[config.mk]
export PLATFORM = sky130hd
export DESIGN_NAME = spi_buffered_master
export DESIGN_NICKNAME = d
export VERILOG_FILES = /design/src/rtl/spi_pkg.sv /design/src/rtl/spi_fifo.sv /design/src/rtl/spi_shift_engine.sv /design/src/rtl/spi_buffered_master.sv
export SDC_FILE = /design/constraint.sdc
export NUM_CORES = 1
export LEC_CHECK = 0
export BUFFER_PORTS_ARGS = -buffer_cell sky130_fd_sc_hd__buf_2
export CAP_MARGIN = 10
export CELL_PAD_IN_SITES_DETAIL_PLACEMENT = 1
export CELL_PAD_IN_SITES_GLOBAL_PLACEMENT = 2
export CORE_MARGIN = 2
export CORE_UTILIZATION = 46
export DETAILED_ROUTE_END_ITERATION = 16
export GPL_TIMING_DRIVEN = 0
export HOLD_SLACK_MARGIN = 0.03
export PLACE_DENSITY_LB_ADDON = 0.1
export RECOVER_POWER = 50
export REMOVE_ABC_BUFFERS = 1
export SYNTH_ARGS = -nofsm -noshare
export SYNTH_HDL_FRONTEND = slang
export SYNTH_SLANG_ARGS = --single-unit
[constraint.sdc]
create_clock -name clk_i -period 7 [get_ports clk_i]
set_input_delay 1.05 -clock clk_i [delete_from_list [all_inputs] [get_ports clk_i]]
set_output_delay 1.05 -clock clk_i [all_outputs]
set_load 0.02 [all_outputs]
[src/rtl/spi_pkg.sv]
package spi_pkg;
    localparam int BYTE_W    = 8;
    localparam int DIV_SEL_W = 2;
    localparam int XCNT_W    = 2;

    localparam logic [1:0] ADR_CTRL = 2'd0;
    localparam logic [1:0] ADR_STAT = 2'd1;
    localparam logic [1:0] ADR_DATA = 2'd2;

    typedef struct packed {
        logic                 en;
        logic                 ien;
        logic                 cpol;
        logic                 cpha;
        logic [XCNT_W-1:0]    xfer_lim;
        logic [DIV_SEL_W-1:0] div_sel;
    } ctrl_t;

    typedef struct packed {
        ctrl_t             ctrl;
        logic              irq;
        logic              wcol;
        logic [XCNT_W-1:0] xfer_cnt;
        logic              ack;
        logic [BYTE_W-1:0] rdat;
    } regs_t;
endpackage

[src/rtl/spi_fifo.sv]
module spi_fifo #(
    parameter int WIDTH     = 8,
    parameter int DEPTH     = 4,
    parameter bit OVERWRITE = 1'b0
) (
    input  logic             clk_i,
    input  logic             rst_i,
    input  logic             flush_i,
    input  logic             push_i,
    input  logic [WIDTH-1:0] wdata_i,
    input  logic             pop_i,
    output logic [WIDTH-1:0] rdata_o,
    output logic             empty_o,
    output logic             full_o
);
    localparam int PW = (DEPTH > 1) ? $clog2(DEPTH) : 1;
    localparam int CW = $clog2(DEPTH + 1);

    typedef struct packed {
        logic [PW-1:0] wp;
        logic [PW-1:0] rp;
        logic [CW-1:0] cnt;
    } fifo_st_t;

    fifo_st_t q, d;
    logic [WIDTH-1:0] mem_q [DEPTH];
    logic do_pop, do_push, drop_old;

    function automatic logic [PW-1:0] nxt(input logic [PW-1:0] p);
        return (p == PW'(DEPTH - 1)) ? '0 : p + PW'(1);
    endfunction

    assign empty_o = (q.cnt == '0);
    assign full_o  = (q.cnt == CW'(DEPTH));
    assign rdata_o = mem_q[q.rp];

    always_comb begin
        d        = q;
        do_pop   = pop_i & ~empty_o;
        do_push  = push_i & (~full_o | do_pop | OVERWRITE);
        drop_old = push_i & full_o & ~do_pop & OVERWRITE;
        if (flush_i) begin
            d = '0;
        end else begin
            if (do_push)           d.wp = nxt(q.wp);
            if (do_pop || drop_old) d.rp = nxt(q.rp);
            if (do_push && !do_pop && !drop_old) d.cnt = q.cnt + CW'(1);
            else if (do_pop && !do_push)         d.cnt = q.cnt - CW'(1);
        end
    end

    always_ff @(posedge clk_i) begin
        if (rst_i) q <= '0;
        else       q <= d;
    end

    always_ff @(posedge clk_i) begin
        if (do_push && !flush_i) mem_q[q.wp] <= wdata_i;
    end
endmodule

[src/rtl/spi_shift_engine.sv]
module spi_shift_engine #(
    parameter int BITS      = 8,
    parameter int DIV_SEL_W = 2
) (
    input  logic                 clk_i,
    input  logic                 rst_i,
    input  logic                 en_i,
    input  logic                 cpol_i,
    input  logic                 cpha_i,
    input  logic [DIV_SEL_W-1:0] div_sel_i,
    input  logic                 tx_ready_i,
    input  logic [BITS-1:0]      tx_byte_i,
    input  logic                 miso_i,
    output logic                 take_o,
    output logic                 done_o,
    output logic [BITS-1:0]      rx_byte_o,
    output logic                 sck_o,
    output logic                 mosi_o
);
    localparam int DIV_W  = 2 ** DIV_SEL_W;
    localparam int EDGES  = 2 * BITS;
    localparam int EDGE_W = $clog2(EDGES);

    typedef struct packed {
        logic              run;
        logic [DIV_W-1:0]  div_cnt;
        logic [EDGE_W-1:0] edge_idx;
        logic [BITS-1:0]   tx_sh;
        logic [BITS-1:0]   rx_sh;
        logic              sck;
        logic              mosi;
        logic              done;
    } eng_st_t;

    eng_st_t q, d;
    logic [DIV_W-1:0] half_m1;
    logic sample_edge, last_edge;

    assign sck_o     = q.sck;
    assign mosi_o    = q.mosi;
    assign done_o    = q.done;
    assign rx_byte_o = q.rx_sh;

    always_comb begin
        d           = q;
        d.done      = 1'b0;
        take_o      = 1'b0;
        half_m1     = (DIV_W'(1) << div_sel_i) - DIV_W'(1);
        // even edge index = leading edge; sampling side chosen by phase
        sample_edge = ~q.edge_idx[0] ^ cpha_i;
        last_edge   = (q.edge_idx == EDGE_W'(EDGES - 1));
        if (!en_i) begin
            d.run      = 1'b0;
            d.div_cnt  = '0;
            d.edge_idx = '0;
            d.sck      = cpol_i;
        end else if (!q.run) begin
            d.sck = cpol_i;
            if (tx_ready_i) begin
                take_o     = 1'b1;
                d.run      = 1'b1;
                d.div_cnt  = '0;
                d.edge_idx = '0;
                if (!cpha_i) begin
                    d.mosi  = tx_byte_i[BITS-1];
                    d.tx_sh = {tx_byte_i[BITS-2:0], 1'b0};
                end else begin
                    d.tx_sh = tx_byte_i;
                end
            end
        end else if (q.div_cnt != half_m1) begin
            d.div_cnt = q.div_cnt + DIV_W'(1);
        end else begin
            d.div_cnt = '0;
            d.sck     = ~q.sck;
            if (sample_edge) begin
                d.rx_sh = {q.rx_sh[BITS-2:0], miso_i};
            end else if (!last_edge) begin
                d.mosi  = q.tx_sh[BITS-1];
                d.tx_sh = {q.tx_sh[BITS-2:0], 1'b0};
            end
            if (last_edge) begin
                d.run      = 1'b0;
                d.done     = 1'b1;
                d.edge_idx = '0;
            end else begin
                d.edge_idx = q.edge_idx + EDGE_W'(1);
            end
        end
    end

    always_ff @(posedge clk_i) begin
        if (rst_i) q <= '0;
        else       q <= d;
    end
endmodule

[src/rtl/spi_buffered_master.sv]
module spi_buffered_master
    import spi_pkg::*;
#(
    parameter int FIFO_DEPTH = 4
) (
    input  logic              clk_i,
    input  logic              rst_i,
    input  logic              wb_cyc_i,
    input  logic              wb_stb_i,
    input  logic              wb_we_i,
    input  logic [1:0]        wb_adr_i,
    input  logic [BYTE_W-1:0] wb_dat_i,
    output logic [BYTE_W-1:0] wb_dat_o,
    output logic              wb_ack_o,
    output logic              wb_int_o,
    output logic              sck_o,
    output logic              mosi_o,
    input  logic              miso_i
);
    regs_t q, d;
    logic req;
    logic tx_push, tx_take, tx_empty, tx_full;
    logic rx_pop, rx_empty, rx_full;
    logic eng_done;
    logic [BYTE_W-1:0] tx_head, rx_head, rx_byte, stat;
    logic flush;
    ctrl_t ctrl_cur;
    logic  irq_cur, wcol_cur;

    assign flush    = ~q.ctrl.en;
    assign wb_dat_o = q.rdat;
    assign wb_ack_o = q.ack;
    assign wb_int_o = q.irq & q.ctrl.ien;
    assign ctrl_cur = q.ctrl;
    assign irq_cur  = q.irq;
    assign wcol_cur = q.wcol;

    spi_fifo #(.WIDTH(BYTE_W), .DEPTH(FIFO_DEPTH), .OVERWRITE(1'b0)) u_txq (
        .clk_i(clk_i), .rst_i(rst_i), .flush_i(flush),
        .push_i(tx_push), .wdata_i(wb_dat_i), .pop_i(tx_take),
        .rdata_o(tx_head), .empty_o(tx_empty), .full_o(tx_full)
    );

    spi_fifo #(.WIDTH(BYTE_W), .DEPTH(FIFO_DEPTH), .OVERWRITE(1'b1)) u_rxq (
        .clk_i(clk_i), .rst_i(rst_i), .flush_i(flush),
        .push_i(eng_done), .wdata_i(rx_byte), .pop_i(rx_pop),
        .rdata_o(rx_head), .empty_o(rx_empty), .full_o(rx_full)
    );

    spi_shift_engine #(.BITS(BYTE_W), .DIV_SEL_W(DIV_SEL_W)) u_eng (
        .clk_i(clk_i), .rst_i(rst_i), .en_i(q.ctrl.en),
        .cpol_i(q.ctrl.cpol), .cpha_i(q.ctrl.cpha), .div_sel_i(q.ctrl.div_sel),
        .tx_ready_i(~tx_empty), .tx_byte_i(tx_head), .miso_i(miso_i),
        .take_o(tx_take), .done_o(eng_done), .rx_byte_o(rx_byte),
        .sck_o(sck_o), .mosi_o(mosi_o)
    );

    always_comb begin
        d       = q;
        req     = wb_cyc_i & wb_stb_i & ~q.ack;
        d.ack   = req;
        tx_push = 1'b0;
        rx_pop  = 1'b0;
        stat    = {q.irq, q.wcol, 2'b00, rx_full, rx_empty, tx_full, tx_empty};
        if (req && !wb_we_i) begin
            case (wb_adr_i)
                ADR_CTRL: d.rdat = q.ctrl;
                ADR_STAT: d.rdat = stat;
                ADR_DATA: begin
                    d.rdat = rx_empty ? '0 : rx_head;
                    rx_pop = 1'b1;
                end
                default:  d.rdat = '0;
            endcase
        end
        if (req && wb_we_i) begin
            case (wb_adr_i)
                ADR_CTRL: d.ctrl = wb_dat_i;
                ADR_STAT: begin
                    if (wb_dat_i[7]) d.irq  = 1'b0;
                    if (wb_dat_i[6]) d.wcol = 1'b0;
                end
                ADR_DATA: begin
                    if (q.ctrl.en) begin
                        if (tx_full) d.wcol  = 1'b1;
                        else         tx_push = 1'b1;
                    end
                end
                default: ;
            endcase
        end
        if (!q.ctrl.en) begin
            d.xfer_cnt = '0;
        end else if (eng_done) begin
            if (q.xfer_cnt == q.ctrl.xfer_lim) begin
                d.irq      = 1'b1;
                d.xfer_cnt = '0;
            end else begin
                d.xfer_cnt = q.xfer_cnt + XCNT_W'(1);
            end
        end
    end

    always_ff @(posedge clk_i) begin
        if (rst_i) q <= '0;
        else       q <= d;
    end
endmodule


* Word-level counts from Yosys, hierarchy flattened *
Memory sizes are Yosys's and may differ from the RTL's. A register that Yosys moved wholly into a read port is not among the register bits.
Cells that the tools add are included.

operators by class
  $add $sub $neg = 12
  reductions and logical operators = 30
  muxes and demuxes = 56
  shift operators = 1
  bitwise logic cells = 20
  equal/unequal tests = 20

operators with widths
  operator             number
  $mux 8               5
  $mux 17              2
  $mux 1               29
  $pmux 8 s3           1
  $mux 23              1
  $mux 2               11
  $mux 3               4
  $ne 2x2->1 const B   6
  $add 2x1->2 const B  5
  $eq 2x2->1 const B   5
  $not 1->1            10
  $reduce_and 5->1     2
  $logic_and 1x1->1    9
  $add 4x1->4 const B  2
  $and 1x1->1          8
  $mux 4               2
  $add 3x1->3 const B  2
  $eq 3x3->1 const B   2
  $logic_not 1->1      6
  $logic_not 3->1      2
  $reduce_and 6->1     1
  $reduce_bool 2->1    3
  $sub 3x1->3 const B  2
  $eq 4x4->1 const B   1
  16 further kinds     18

word-level totals
  output and inout port bits = 12
  word-level logic and storage cells = 166
  bits of input ports = 16
  memory bits (writable) = 64
  bits in registers = 63
  memories = 2

memories
  name         words  bits a word  rd ports  clocked after Yosys merged registers in  write ports  line            text
  u_rxq.mem_q  4      8            1         1                                        1            spi_fifo.sv:26  logic [WIDTH-1:0] mem_q [DEPTH];
  u_txq.mem_q  4      8            1         1                                        1            spi_fifo.sv:26

* Logic depth before layout (Yosys ltp) *
Gate-level depths: netlist of the first run.

  depth after elaboration = 11
  depth in mapped cells = 10
  mapped depth without buffers = 9

* By module *
Synthesis of the first run repeated with hierarchy kept, for this count alone.

unflattened totals
  cells, all modules = 521
  area total of the unflattened synthesis = 6249.7 um2

by module, submodules not included
  module               cells each  instances  sequential area each (um2)  area each (um2)
  spi_fifo at u_rxq    107         1          1141.1                      1729.2
  spi_shift_engine     190         1          560.5                       1717.9
  spi_fifo at u_txq    94          1          1141.1                      1656.6
  spi_buffered_master  130         1          420.4                       1146.1

* Worst setup path before layout of the first run *
OpenSTA, ideal clock, no wires.

  path kind = input to register
  start point = in wb_adr_i[1]
  end point = reg u_txq.q[2] (netlist name)
  required time = 6.930 ns
  setup time = 0.070 ns
  path buffers = 1
  stages = 10
  arrival time = 3.241 ns
  slack = 3.689 ns
  cells stage by stage = buf_2 nor2b_1 nand2_1 nor3_1 ha_1 inv_1 fa_1 xor2_1 or3_1 a21oi_1

between the ends
  word-level cells in the longest chain between the ends = 7
  elaborated cells between the ends (all ways) = 9
  classes of those cells = 1 x eq/ne; 3 x mux; 1 x bitwise; 4 x reduce/logical

ends and longest elaborated chain
  item                         line                       text
  start, declared              spi_buffered_master.sv:11  input logic [1:0] wb_adr_i,
  $eq 2x2->1 *                 spi_buffered_master.sv:77  case (wb_adr_i)
  $mux 1 *                     spi_buffered_master.sv:77
  $mux 1 *                     spi_buffered_master.sv:76  if (req && wb_we_i) begin
  $and 1x1->1 *                spi_fifo.sv:40             do_push = push_i & (~full_o | do_pop | OVERWRITE);
  $logic_not 1->1              spi_fifo.sv:48             else if (do_pop && !do_push) d.cnt = q.cnt - CW'(1);
  $logic_and 1x1->1            spi_fifo.sv:48
  $reduce_bool 2->1 (no line)  --
  end signal, assigned         spi_fifo.sv:53             if (rst_i) q <= '0;
  end signal, assigned         spi_fifo.sv:54             else q <= d;
  end, declared                spi_fifo.sv:25             fifo_st_t q, d;

Mark *: on every way between the ends. The rest lies on a longest branch, timed or not.
A chain may end at the register's enable or synchronous reset.

* Worst setup path in the final report of the first run *
  start point = in rst_i
  end point = reg u_eng.q (netlist bit u_eng.done_o)

between the ends
  word-level cells in the longest chain between the ends = 1

ends and longest elaborated chain
  item                       line                      text
  start, declared            spi_buffered_master.sv:7  input logic rst_i,
  $reduce_or 4->1 (no line)  --
  end signal, assigned       spi_shift_engine.sv:93    if (rst_i) q <= '0;
  end signal, assigned       spi_shift_engine.sv:94    else q <= d;
  end, declared              spi_shift_engine.sv:35    eng_st_t q, d;

No other way between the ends.

==> results of run 1 <==
==> metrics by stage <==
stage               setup slack (ns)  std cells  instance area [um2]  util (%)  hold slack [ns]
floorplan                       2.91        427                 5550         -            0.432
finish                          3.46        655                 6530      54.1            0.485
detailed placement              3.02        623                 5920      49.1            0.473
global placement                1.71        622                 5890      48.9            0.441
CTS                             3.46        655                 6540      54.2            0.488
global route                    3.17        655                 6530      54.1            0.500
==> cell type report <==
type,instances,area share [%]
clock inverters,10,1.86
inverters,11,0.633
repair buffers,28,2.05
multi-input cells,285,34.6
clock buffers,22,7.59
well taps,168,3.22
flip-flops and latches,131,50.0
==> flip-flops by register name, summed over array words and instances (netlist names), named ones only <==
name / flops
u_rxq.q: 7
u_txq.q: 7
wb_dat_o: 8
u_eng.done_o: 1
u_eng.mosi_o: 1
q: 2
wb_ack_o: 1
u_eng.sck_o: 1
u_rxq.mem_q: 32
u_txq.mem_q: 32
wcol_cur: 1
u_eng.rx_byte_o: 8
u_eng.q: 17
ctrl_cur: 8
irq_cur: 1
==> critical path: stages <==
cell	delay (ns)
clkbuf_1	1.45
nand2b_1	1.01
nor3_1	0.23
==> worst max path at each step <==
stage                               to         from  cells past startpoint
2_1_floorplan  u_rxq.q[1]$_SDFFE_PP0P_     wb_cyc_i                      7
3_3_place_gp   u_rxq.q[1]$_SDFFE_PP0P_      wb_we_i                      8
3_5_place_dp   u_txq.q[2]$_SDFFE_PP0P_  wb_adr_i[1]                     10
4_1_cts        u_txq.q[2]$_SDFFE_PP0P_  wb_adr_i[0]                     10
5_1_grt        u_eng.done_o$_SDFF_PP0_        rst_i                      3
6_report       u_eng.done_o$_SDFF_PP0_        rst_i                      3
==> routing by layer <==
layer	track usage (%)	vias to the layer above
met5	0	-
met1	23.6	1814
met4	8.43	0
li1	-	1743
met3	5.13	20
met2	34.4	47
==> layout by cell type, fill, tap and decap left out, types with 4 or more instances in the layout <==
cell type  instances
dfxtp_1           67
edfxtp_1          64
nor2_1            55
mux2i_1           30
a21oi_1           18
clkbuf_16         18
buf_2             17
mux4_2            16
nand2_1           15
a211oi_1          14
nand3_1           13
ha_1              13
and3_1            12
inv_1             11
clkbuf_1          11
nand2b_1           8
xor2_1             8
a221oi_2           8
nor3_1             7
and2_1             7
or3_1              7
a221oi_1           7
o21ai_0            5
a22oi_1            5
nand3b_1           4
a31oi_1            4
clkinv_4           4
==> power breakdown <==
part / switching [mW] / internal (mW) / total [mW]
clock: 0.333 / 0.576 / 0.908
sequential: 0.00276 / 0.803 / 0.806
combinational: 0.0223 / 0.0108 / 0.0332
==> kinds of logic (layout without fill, tap and decap cells) <==
kind of cell               Yosys count  after routing  share of synthesized area [%]
DFF                                131            131                           57.1
and+or+nand+nor                    144            144                           12.8
adders and majority gates           15             15                           3.55
buffers and inverters               44             71                           3.55
xor gates and xnor gates             8              8                           1.23
muxes                               46             46                           11.6
AOI/OAI and AO/OA                   72             72                           10.2
==> impl_results.md, run 1 <==
* Crit share post-route at just over 50%
* CTS Hold Bufs at 0
* Worst IR drop on VDD at 0.176 mV
* Skew-Pair Late Insertion Delay at approximately 0.42 ns
* Crit path required time at between 7 and 8 ns
* Synth-to-layout area growth at 14.3%
* R2R setup slack at 3.75 ns
* Global Route Usage Sum at around 20%
* Synth Register Bits at 131
* Fin. Hold Viols at 0
* Routability cong. at 0.771
* Unrepaired setup endpoints after global routing: false
* Hold_sp: u_eng.q[11]$_SDFFE_PP0P_
* EDFF count, synth at 64
* GRT Residual Overflow at 0
* CP Data Arrival Time at 3.77 ns
* DR iter-0 viols at between 200 and 300
* Total power at roughly 1.7 mW
* WL met1 at 5.31 mm
* CP Capture Type: flip-flop
* TritonCTS Sinks at 131
* Minimum clock period at roughly 3.5 ns
* IO Pins at 28
* HPWL after DPL at around 8.4 mm
* Post-synth top area share at between 30% and 40%
* Synth Warn # at 0
* Worst hold-check path type: flip-flop to flip-flop
* Antenna violations before repair at 0
* Worst-path clk slew at ~0.06 ns
* Rows at 40
* WL/cell at approximately 19 um
* Hold depth at 2
* Pin count of the biggest net entering global routing at 40
* Crit Path Class: input port to flip-flop
* First-pass GRT wire length at 19.7 mm
* Vias in the first global route at roughly 3800
* FF-to-FF Start: ctrl_cur[7]$_SDFFE_PP0P_
* Sequential fraction of the synthesis area at about 57%
* CTS tree: yes
* Max Fclk at about 0.28 GHz
* Uppermost layer routed: met4
* Largest area contributor in the netlist: edfxtp_1
* Starting density of the core at 47.3%
* Post-synth top flop: dfxtp_1
* Status: finished with violations
* Post-Syn Area per Cell at 12.4 um2
* Most frequent cell after synthesis: dfxtp_1
* # nets final at 505
* Failing checks: capacitance limit, slew limit
* Syn Inst Count at 460
* R2R Path End: u_txq.q[2]$_SDFFE_PP0P_
* DRT Pass-1 Iters at 4
* Vias/cell at 5.53
* Met3 wire length at 372 um
* # diodes at 0
* Post-cts sizing count at 0
* H-tree level count at 4
* Leak at 2.28 nW
* FF/Latch Area at 0.00326 mm2
* Synth area leaders: edfxtp_1 (34%), dfxtp_1 (23%), mux4_2 (6.3%)
* Filler cells at approximately 1200
* Setup Fix Bufs, Post-CTS at 0
* Die area at approximately 0.013 mm2
* Register-to-Register Path Depth at 9
* Root Driver: clkbuf_16
* I/O Buffers at 27
* Die Y at between 100 and 150 um
* Routed wl met2 at around 6.2 mm
* Routed vias at 3624
* Max clock buf depth at 2
* Chip width at 115 um
* Slew @ Worst Pin at 2.07 ns
* Ratio of cells with drive above 1 in the final layout at 16.6%
* Post-Syn Area at ~0.0057 mm2
* CP Launch Type: input port
* Slew margin rel. at -38.3%
* Max-Cap Viols at 1
* Async set-reset flop share out of synthesis at 0%
* Hold Path End: u_eng.q[11]$_SDFFE_PP0P_
* WL final at 12.2 mm
* Synth cell count leaders: dfxtp_1 (67), edfxtp_1 (64), nor2_1 (55)
* Area of the multi-input gates at 0.00226 mm2
* Final setup fails at 0
* DRC at 0
* Final Slew Violations at 40
* Fin Setup TNS at 0 ns
* Clock skew at slightly above 0.006 ns
* PwrDens at about 270 mW/mm2
* Distinct cells, synth at 49
* Core footprint at about 0.012 mm2
* Routed Antenna Nets at 0
* TritonCTS Buffers at 17
* Crit Path Max Fanout at 39
No activity file was read; power rests on OpenSTA's default activity.
==> run 2, diff against run 1 <==
--- a/config.mk
+++ b/config.mk
@@ -10,7 +10,7 @@
 export CELL_PAD_IN_SITES_DETAIL_PLACEMENT = 1
 export CELL_PAD_IN_SITES_GLOBAL_PLACEMENT = 2
 export CORE_MARGIN = 2
-export CORE_UTILIZATION = 46
+export CORE_UTILIZATION = 42
 export DETAILED_ROUTE_END_ITERATION = 16
 export GPL_TIMING_DRIVEN = 0
 export HOLD_SLACK_MARGIN = 0.03
==> constraint.sdc (replaced) <==
create_clock -name clk_i -period 3.4 [get_ports clk_i]
set_input_delay 0.51 -clock clk_i [delete_from_list [all_inputs] [get_ports clk_i]]
set_output_delay 0.51 -clock clk_i [all_outputs]
set_load 0.02 [all_outputs]
==> run 2 against run 1 <==
  * The run still ends with capacitance limit, slew limit left
  * Critical path depth up 6
  * First-iteration DRC count fell by 33%
  * Combinational power increased by 98%
  * Die area rose by 9.2%
  * Critical path type is now flip-flop to flip-flop
  * Largest cell class unchanged
==> impl_results.md, run 2 (synthesis results as in run 1) <==
* Routed vias at about 3600
* Crit Path Class: flip-flop to flip-flop
* CP Data Arrival Time at around 3.4 ns
* Max Fclk at around 0.32 GHz
* Routed Antenna Nets at 0
* Leak at roughly 2.2 nW
* Die Y at ~120 um
* Die area at between 0.01 and 0.015 mm2
* Switching Power at 734 uW
* CTS Hold Bufs at 0
* WL final at between 10 and 15 mm
* Fin. Hold Viols at 0
* TritonCTS Sinks at around 130
* Starting density of the core at 43.1%
* Worst IR drop on VDD at between 0.3 and 0.4 mV
* WL/cell at between 15 and 20 um
* Final Slew Violations at 40
* Failing checks: capacitance limit, slew limit
* First-pass GRT wire length at just over 20 mm
* Biggest regs: u_rxq.mem_q (32), u_txq.mem_q (32), u_eng.q (17)
* CP Capture Type: flip-flop
* Post-cts sizing count at 0
* Final setup fails at 0
* Chip width at roughly 120 um
* Power share of the combinational group at under 10%
* PwrDens at about 540 mW/mm2
* Max-Cap Viols at 1
* Crit path required time at approximately 3.8 ns
* Crit Path Max Fanout at 13
* Slew @ Worst Pin at approximately 2.1 ns
* Pin count of the biggest net entering global routing at 40
* DRC at 0
* Worst-path clk slew at around 0.06 ns
* Synth-to-layout area growth at 13.7%
* Sequential share of power at between 40 and 50%
* Root Driver: clkbuf_16
* Vias in the first global route at a little under 4000
* Global Route Usage Sum at between 10% and 20%
* DRT Pass-1 Iters at 5
* Skew-Pair Late Insertion Delay at ~0.42 ns
* H-tree level count at 4
* IO Pins at 28
* Vias/cell at between 5 and 6
* CP Launch Type: flip-flop
* Most frequent cells in the layout: dfxtp_1 (67), edfxtp_1 (64), nor2_1 (55)
* Max clock buf depth at 2
* Filler cells at ~1400
* Net Sw Frac at around a fifth
* GRT Residual Overflow at 0
* Worst hold margin at roughly 0.33 ns
* Worst hold-check path type: input port to flip-flop
* Core footprint at roughly 0.013 mm2
* Clk pwr share at 51.0%
* Clock skew at ~0.009 ns
* Antenna violations before repair at 0
* Hold depth at 3
* Rows at 42
* TritonCTS Buffers at 17
* Crit share post-route at 90.8%
* Most common cell after layout, fill and taps aside: dfxtp_1
* Total power at between 3 and 4 mW
* Minimum clock period at 3.09 ns
* Pint at 2.79 mW
* # nets final at between 500 and 600
* I/O Buffers at 27
* Status: finished with violations
* CTS tree: yes
* Ratio of cells with drive above 1 in the final layout at about 14%
* Slew margin rel. at -38.8%
* Routability cong. at around 0.7
* Setup Fix Bufs, Post-CTS at 0
* # diodes at 0
* Register-to-Register Path Depth at 9
* HPWL after DPL at 8.67 mm
* DR iter-0 viols at between 150 and 200
* Unrepaired setup endpoints after global routing: false
run 2: cell count changes in the layout (fill, tap and decap cells not counted):
| cell | change |
|---|---|
| buf_6 | -1 |
| clkinv_1 | +1 |
| clkbuf_1 | +11 |
| clkbuf_8 | -1 |
| buf_8 | +1 |
| clkbuf_16 | -1 |
| buf_2 | -11 |
| clkinv_2 | +1 |
run 2: final timing paths:
kind | start | endpoint | slack (ns)
setup / recovery | ctrl_cur[7]$_SDFFE_PP0P_ | u_txq.q[2]$_SDFFE_PP0P_ | 0.31
hold / removal | miso_i | u_eng.rx_byte_o[0]$_SDFFE_PP0P_ | 0.33
setup reg to reg | ctrl_cur[7]$_SDFFE_PP0P_ | u_txq.q[2]$_SDFFE_PP0P_ | 0.31
hold reg to reg | u_txq.q[4]$_SDFFE_PP0N_ | flip-flop | 0.49
run 2: per-layer routing:
layer | track usage [%] | vias up | wire, um
met5 | 0 | - | 0
met1 | 22.2 | 1852 | 5520
li1 | - | 1746 | -
met4 | 5.81 | 0 | 156
met2 | 32.7 | 37 | 6580
met3 | 5.05 | 12 | 319
run 2: critical path, stage by stage, from the launching register on:
cell,delay (ns)
dfxtp_1,0.65
inv_1,0.17
nor3_1,0.87
inv_1,0.26
ha_1,0.31
inv_1,0.07
fa_1,0.17
xor2_1,0.07
or3_1,0.30
a21oi_1,0.13
run 2: per-stage QoR:
stage / setup slack (ns) / setup TNS [ns] / std cells / utilization [%] / cell area [um2]
after global placement: -1.27 / -5.58 / 630 / 44.6 / 5900
final: 0.312 / 0 / 663 / 49.0 / 6490
after floorplan: -0.150 / -0.150 / 427 / - / 5550
after CTS: 0.287 / 0 / 663 / 49.2 / 6520
after detailed placement: -0.0220 / -0.0220 / 631 / 44.8 / 5930
after global routing: 0.0824 / 0 / 663 / 49.0 / 6490
run 2: final cells by class:
| type | count | area [um2] | share of cell area, % |
|---|---|---|---|
| clock inverters | 12 | 130 | 2.00 |
| multi-input cells | 285 | 2260 | 34.8 |
| repair buffers | 28 | 124 | 1.91 |
| flip-flops and latches | 131 | 3260 | 50.2 |
| well taps | 176 | 220 | 3.39 |
| inverters | 11 | 41.3 | 0.636 |
| clock buffers | 20 | 457 | 7.03 |
run 2: power by group through the flow:
stage               Sequential (mW)  Clock [mW]  Combinational (mW)
finish                         1.66        1.80              0.0658
floorplan                      1.70           0              0.0219
detailed placement             1.69           0              0.0696
global placement               1.69           0              0.0659
global route                   1.66        1.90              0.0734
CTS                            1.66        1.84              0.0700
